**src/rtl/rtc_cal_pkg.sv**
```systemverilog
package rtc_cal_pkg;
  localparam int FIELD_W    = 8;
  localparam int NUM_FIELDS = 8;
  localparam int ADDR_W     = $clog2(NUM_FIELDS);

  localparam int IDX_SEC  = 0;
  localparam int IDX_MIN  = 1;
  localparam int IDX_HOUR = 2;
  localparam int IDX_DATE = 3;
  localparam int IDX_MON  = 4;
  localparam int IDX_YEAR = 5;
  localparam int IDX_DOW  = 6;
  localparam int IDX_CENT = 7;

  typedef struct packed {
    logic loadDef;
    logic wrStb;
    logic advance;
    logic capture;
  } rtcStrobe_t;

  function automatic logic [7:0] bcdInc(input logic [7:0] v);
    if (v[3:0] == 4'h9) return {v[7:4] + 4'd1, 4'h0};
    else                return {v[7:4], v[3:0] + 4'd1};
  endfunction

  function automatic logic [7:0] fieldDefault(input int idx);
    case (idx)
      IDX_HOUR: return 8'h12;
      IDX_DATE: return 8'h01;
      IDX_MON:  return 8'h01;
      IDX_CENT: return 8'h20;
      default:  return 8'h00;
    endcase
  endfunction
endpackage

```
**src/rtl/rtc_cal_ctrl.sv**
```systemverilog
module rtc_cal_ctrl
  import rtc_cal_pkg::*;
(
  input  logic       clk,
  input  logic       rstN,
  input  logic       tick,
  input  logic       pwrLoss,
  input  logic       wrEn,
  input  logic       snapReq,
  output rtcStrobe_t strobe,
  output logic       failFlag
);
  always_comb begin
    strobe.loadDef = pwrLoss;
    strobe.wrStb   = wrEn && !pwrLoss;
    strobe.advance = tick && !wrEn && !pwrLoss && !failFlag;
    strobe.capture = snapReq && !pwrLoss;
  end

  always_ff @(posedge clk) begin
    if (!rstN)        failFlag <= 1'b1;
    else if (pwrLoss) failFlag <= 1'b1;
    else if (wrEn)    failFlag <= 1'b0;
  end
endmodule

```
**src/rtl/rtc_cal_dp.sv**
```systemverilog
module rtc_cal_dp
  import rtc_cal_pkg::*;
#(
  parameter int FW = FIELD_W,
  parameter int NF = NUM_FIELDS,
  parameter int AW = ADDR_W
)(
  input  logic             clk,
  input  logic             rstN,
  input  rtcStrobe_t       strobe,
  input  logic [AW-1:0]    wrAddr,
  input  logic [FW-1:0]    wrData,
  input  logic [AW-1:0]    rdAddr,
  output logic [FW-1:0]    rdData,
  output logic [NF*FW-1:0] liveBus
);
  logic [FW-1:0] live     [NF];
  logic [FW-1:0] snap     [NF];
  logic [FW-1:0] nextLive [NF];

  logic [7:0] sec, min, hr, date, mon, yr, dow, cent;
  logic [7:0] hInc24, hInc12, hrNext, lastDay;
  logic       cMin, cHour, cDay, cMonth, cYear, leap;
  logic [4:0] mod4Sum;

  assign sec  = live[IDX_SEC];
  assign min  = live[IDX_MIN];
  assign hr   = live[IDX_HOUR];
  assign date = live[IDX_DATE];
  assign mon  = live[IDX_MON];
  assign yr   = live[IDX_YEAR];
  assign dow  = live[IDX_DOW];
  assign cent = live[IDX_CENT];

  // Carry chain and per-field successors
  always_comb begin
    hInc24 = bcdInc({2'b00, hr[5:0]});
    hInc12 = bcdInc({3'b000, hr[4:0]});
    cMin   = (sec == 8'h59);
    cHour  = cMin && (min == 8'h59);
    cDay   = 1'b0;
    if (hr[7]) begin
      if (hr[5:0] == 6'h23) begin
        hrNext = {hr[7], 7'h00};
        cDay   = cHour;
      end else begin
        hrNext = {hr[7:6], hInc24[5:0]};
      end
    end else if (hr[4:0] == 5'h11) begin
      hrNext = {hr[7:6], ~hr[5], 5'h12};
      cDay   = cHour && hr[5];
    end else if (hr[4:0] == 5'h12) begin
      hrNext = {hr[7:6], hr[5], 5'h01};
    end else begin
      hrNext = {hr[7:6], hr[5], hInc12[4:0]};
    end

    mod4Sum = {yr[7:4], 1'b0} + {1'b0, yr[3:0]};
    leap    = (mod4Sum[1:0] == 2'b00);
    case (mon)
      8'h02:                      lastDay = leap ? 8'h29 : 8'h28;
      8'h04, 8'h06, 8'h09, 8'h11: lastDay = 8'h30;
      default:                    lastDay = 8'h31;
    endcase
    cMonth = cDay && (date == lastDay);
    cYear  = cMonth && (mon == 8'h12);

    for (int i = 0; i < NF; i++) nextLive[i] = live[i];
    nextLive[IDX_SEC] = cMin ? 8'h00 : bcdInc(sec);
    if (cMin)  nextLive[IDX_MIN]  = (min == 8'h59) ? 8'h00 : bcdInc(min);
    if (cHour) nextLive[IDX_HOUR] = hrNext;
    if (cDay) begin
      nextLive[IDX_DATE] = cMonth ? 8'h01 : bcdInc(date);
      nextLive[IDX_DOW]  = (dow[2:0] == 3'd6) ? 8'h00 : {5'b0, dow[2:0] + 3'd1};
    end
    if (cMonth) nextLive[IDX_MON] = (mon == 8'h12) ? 8'h01 : bcdInc(mon);
    if (cYear) begin
      nextLive[IDX_YEAR] = (yr == 8'h99) ? 8'h00 : bcdInc(yr);
      if (yr == 8'h99 && cent == 8'h19) nextLive[IDX_CENT] = 8'h20;
    end
  end

  for (genvar g = 0; g < NF; g++) begin : gField
    always_ff @(posedge clk) begin
      if (!rstN || strobe.loadDef)
        live[g] <= fieldDefault(g);
      else if (strobe.wrStb && wrAddr == AW'(g))
        live[g] <= wrData;
      else if (strobe.advance)
        live[g] <= nextLive[g];
    end

    always_ff @(posedge clk) begin
      if (!rstN || strobe.loadDef) snap[g] <= fieldDefault(g);
      else if (strobe.capture)     snap[g] <= live[g];
    end

    assign liveBus[g*FW +: FW] = live[g];
  end

  assign rdData = snap[rdAddr];
endmodule

```
**src/rtl/rtc_cal_top.sv**
```systemverilog
module rtc_cal_top
  import rtc_cal_pkg::*;
(
  input  logic                clk,
  input  logic                rstN,
  input  logic                tick,
  input  logic                pwrLoss,
  input  logic                wrEn,
  input  logic [ADDR_W-1:0]   wrAddr,
  input  logic [FIELD_W-1:0]  wrData,
  input  logic                snapReq,
  input  logic [ADDR_W-1:0]   rdAddr,
  output logic [FIELD_W-1:0]  rdData,
  output logic                failFlag
);
  rtcStrobe_t                     strobe;
  logic [NUM_FIELDS*FIELD_W-1:0]  liveBus;

  rtc_cal_ctrl uCtrl (
    .clk(clk), .rstN(rstN), .tick(tick), .pwrLoss(pwrLoss),
    .wrEn(wrEn), .snapReq(snapReq), .strobe(strobe), .failFlag(failFlag)
  );

  rtc_cal_dp uDp (
    .clk(clk), .rstN(rstN), .strobe(strobe), .wrAddr(wrAddr),
    .wrData(wrData), .rdAddr(rdAddr), .rdData(rdData), .liveBus(liveBus)
  );
endmodule

```
**config.mk**
```make
export PLATFORM = sky130hd
export DESIGN_NAME = rtc_cal_top
export DESIGN_NICKNAME = d
export VERILOG_FILES = /design/src/rtl/rtc_cal_pkg.sv /design/src/rtl/rtc_cal_ctrl.sv /design/src/rtl/rtc_cal_dp.sv /design/src/rtl/rtc_cal_top.sv
export SDC_FILE = /design/constraint.sdc
export NUM_CORES = 1
export LEC_CHECK = 0
export BUFFER_PORTS_ARGS = -buffer_cell sky130_fd_sc_hd__buf_4
export CAP_MARGIN = 5
export CORE_MARGIN = 2
export CORE_UTILIZATION = 55
export CTS_BUF_LIST = sky130_fd_sc_hd__clkbuf_2
export CTS_CLUSTER_DIAMETER = 50
export DETAILED_ROUTE_END_ITERATION = 7
export PLACE_DENSITY = 0.73
export REMOVE_ABC_BUFFERS = 1
export SYNTH_ARGS = -nofsm -noshare
export SYNTH_HDL_FRONTEND = slang
export SYNTH_SLANG_ARGS = --single-unit
```
**constraint.sdc**
```tcl
create_clock -name clk -period 6.3 [get_ports clk]
set_clock_uncertainty 0.05 [all_clocks]
set_input_delay 0.63 -clock clk [delete_from_list [all_inputs] [get_ports clk]]
set_output_delay 0.63 -clock clk [all_outputs]
set_load 0.05 [all_outputs]
```
==> flow_metrics.tcl <==
set metrics [dict create \
    regToRegSetupSlack_ns 2.94 \
    vdd.ir_drop.worst_mv 0.1207 \
    start_util_pct 56.60 \
    detail_route.drc_violations 0 \
    library_cell_occupying_the_most_area_in_the_post_synthesis_netlist "edfxtp_1" \
    area.growth.synth_to_final_pct 8.761 \
    post_cts_resize_count 0 \
    critical_path_peak_fanout 8 \
    max_slew.worst_pin.slew_ns 1.108 \
    footprint_of_the_flip_flops_and_latches_sq_um 3864 \
    setup_viol 0 \
    synth_most_common_cell "edfxtp_1" \
    timing.critical_path.mode_cell "nand3_1" \
    cellPowerDensity_nw_per_um2 234.0 \
    cap_viol_max_count 0 \
    instances_no_fill 768 \
    die_w_microns 115.6 \
    swShare_pct 25.39 \
    timing.final.crit_period_ns 3.358 \
    grt_start_max_net_pins 68 \
    grt_pass1_vias 4539 \
    seq_power_share_pct 58.1 \
    synthTopCellsByCount "edfxtp_1, and3_1, nand2_1" \
    setup.worst_path.start_class "register" \
    multi_input_comb_area_sq_um 2809 \
    comb_power_share_pct 9.3 \
    grt_first_pass_wirelength_mm 25.04 \
    p_int_mw 1.302 \
    fillerInstances 966 \
    place.port_buffers 28 \
    die_height_microns 115.6 \
    postLayoutCoreUtil_pct 61.56 \
    regToRegEndpoint "uDp.live[1][29]" \
    netSwitchingPower_mw 0.4430 \
    ys.warnings.count 0 \
    finalSetupTns_ns 0 \
    synth.ff_latch_count 129 \
    criticalPathCategory "register to register" \
    terminating_pin_of_the_worst_hold_path "uCtrl.failFlag" \
    synth_seq_area_share_pct 56.36 \
    synth_edf_count 128 \
    hold_viol 0 \
    floorplan.io_pins 29 \
    drt_first_iter_violations 534 \
    worst_setup_path_startpoint "uDp.live[0][9]" \
    cts-buffers-inserted 17 \
    finalWirelength_mm 15.74 \
    hpwl_mm 11.01 \
    synth_async_sr_flop_share_pct 0 \
    reg2reg_from "uDp.live[0][9]" \
    avgSynthCellArea_sq_um 12.07 \
    cp-end-kind "register" \
    grt_util_all_layers_pct 25.61 \
    postCtsHoldBufs 0 \
    period_share_pct 53.31 \
    clock_sink_count 129 \
    hold_path.startpoint "wrEn" \
    synth.cell_area_sq_um 6855 \
    p_clk_share_pct 32.6 \
    route.vias.total 4658 \
    antenna_violations_before_repair 0 \
    worst_hold_path.num_cells 2 \
    ctsLongestPathBuffers 2 \
    coreArea_sq_um 12110 \
    core.rowCount 40 \
    cp_slowest_cell "o21ai_0" \
    layout-drive-gt1-share_pct 16.33 \
    hold_path.class "primary input to register" \
    worst-r2r-cell-count 8 \
    path_cells "inv_1, ha_1, nand3b_1, nor4_1, nand3_1, and4b_4, nand3_1, o21ai_0" \
    fmaxAchievable_ghz 0.2978 \
    fin_total_pwr_mw 1.745 \
    synth_top_area_share_pct 56.07 \
    overflow 0 \
    ant_nets 0 \
    outcome "finished, final reports clean" \
    synth.area.top_cells "edfxtp_1, and3_1, mux4_2, ha_1, o21ai_0" \
    antenna-diode-count 0 \
    dieArea_sq_um 13370 \
    tritoncts "done" \
    cts_post_setup_buffers_inserted 0 \
    worst_slew_margin_rel_pct 25.38 \
    globalplace.congestion 0.9489 \
    cp.arrival_ns 3.67 \
    whs_ns 0.1037 \
    leakagePower_nw 2.941 \
    worst_skew_pair.late_latency_ns 0.72 \
    clkTransAtPathRegs_ns 0.18 \
    clock_tree_root "clkbuf_2" \
    via_per_inst 6.065 \
    detailedRoute.firstPassIterationCount 5 \
    cp_data_required_time_ns 6.61 \
    dominantRegCellSynth "edfxtp_1" \
    h-tree-depth 4 \
    critical_path.max_stage_delay_ns 0.89 \
    routedWlPerCell_microns 20.50 \
    numPlacedInstances 737 \
    slew_limit_fails 0 \
    grt_setup_unrepaired "no" \
    post_synth_inst_count 568 \
    finalNetCount 627 \
    yosysUniqueCellTypes 54 \
]
-- per-stage QoR --
step,cell area [sq um],setup WS [ns]
floorplan,6726,1.620
CTS,7456,2.945
finish,7456,2.942
global placement,7179,2.976
global route,7456,2.687
detailed placement,7179,2.836
-- power groups by stage --
stage                     clock [mW]  sequential (mW)  combinational, mW
final                          0.568             1.01              0.163
after global routing           0.616             1.02              0.176
after CTS                      0.578             1.01              0.163
after detailed placement           0             1.03              0.162
after global placement             0             1.03              0.159
after floorplan                    0             1.02             0.0982
-- sequential cells by signal (all words and copies together) (netlist names) --
signal	cells
uDp.snap	64
uDp.live	64
uCtrl.failFlag	1
-- cells by family after synthesis --
logic type,Yosys count,share of synthesized area [%]
AO/OA/AOI/OAI,92,8.615
XOR/XNOR,24,3.066
adder cells (fa/ha/maj),19,3.468
buffers and inverters,47,2.811
flip-flops,129,56.36
multiplexers,26,6.863
AND/OR/NAND/NOR,231,18.82
-- cell type report --
| type | instances | share of cell area [%] |
|---|---|---|
| Sequential cell | 129 | 51.82 |
| Multi-Input combinational cell | 392 | 37.67 |
| Timing Repair Buffer | 31 | 3.121 |
| Tap cell | 168 | 2.819 |
| Clock inverter | 14 | 2.568 |
| Clock buffer | 17 | 1.141 |
| Inverter | 17 | 0.8558 |
-- per-layer routing --
metal	wire, microns	GRT usage [%]
met1	6921	38.00
met2	7040	37.00
met3	1409	6.172
met4	369	9.603
met5	0	0
-- critical path, delay by kind of cell (launching register included) --
family / cells / cell delay (ns)
adder cells (fa/ha/maj): 1 / 0.16
buffers and inverters: 1 / 0.09
AO/OA/AOI/OAI: 1 / 0.89
flip-flops: 1 / 0.47
AND/OR/NAND/NOR: 5 / 1.35
-- how the worst max path moves through the flow --
stage	slack [ns]	to	cells past startpoint
after global placement	2.98	uDp.live[1][4]	5
after global routing	2.69	uDp.live[1][29]	8
after detailed placement	2.84	uDp.live[1][7]	5
after floorplan	1.62	uDp.snap[0][0]	2
after CTS	2.94	uDp.live[1][29]	8
final	2.94	uDp.live[1][29]	8
-- cell usage in the layout, fill, tap and decap left out, types with 3 or more instances in the layout --
master / n
clkbuf_2: 17
xor2_1: 11
clkinv_1: 3
and3_1: 60
buf_4: 31
nor3_1: 5
nor4_1: 4
nand3b_1: 10
nand2b_1: 10
xnor2_1: 13
mux2_2: 8
a21oi_1: 14
nor3b_1: 7
inv_1: 17
clkinv_4: 6
a22o_1: 4
bufinv_16: 4
nor2b_1: 3
o21ai_0: 44
and2_1: 18
a32o_1: 3
a32o_2: 3
nand3_1: 15
edfxtp_1: 128
ha_1: 19
nand2_1: 54
mux4_2: 16
nor2_1: 29
a22oi_1: 8
(Power assumes the default switching activity.)
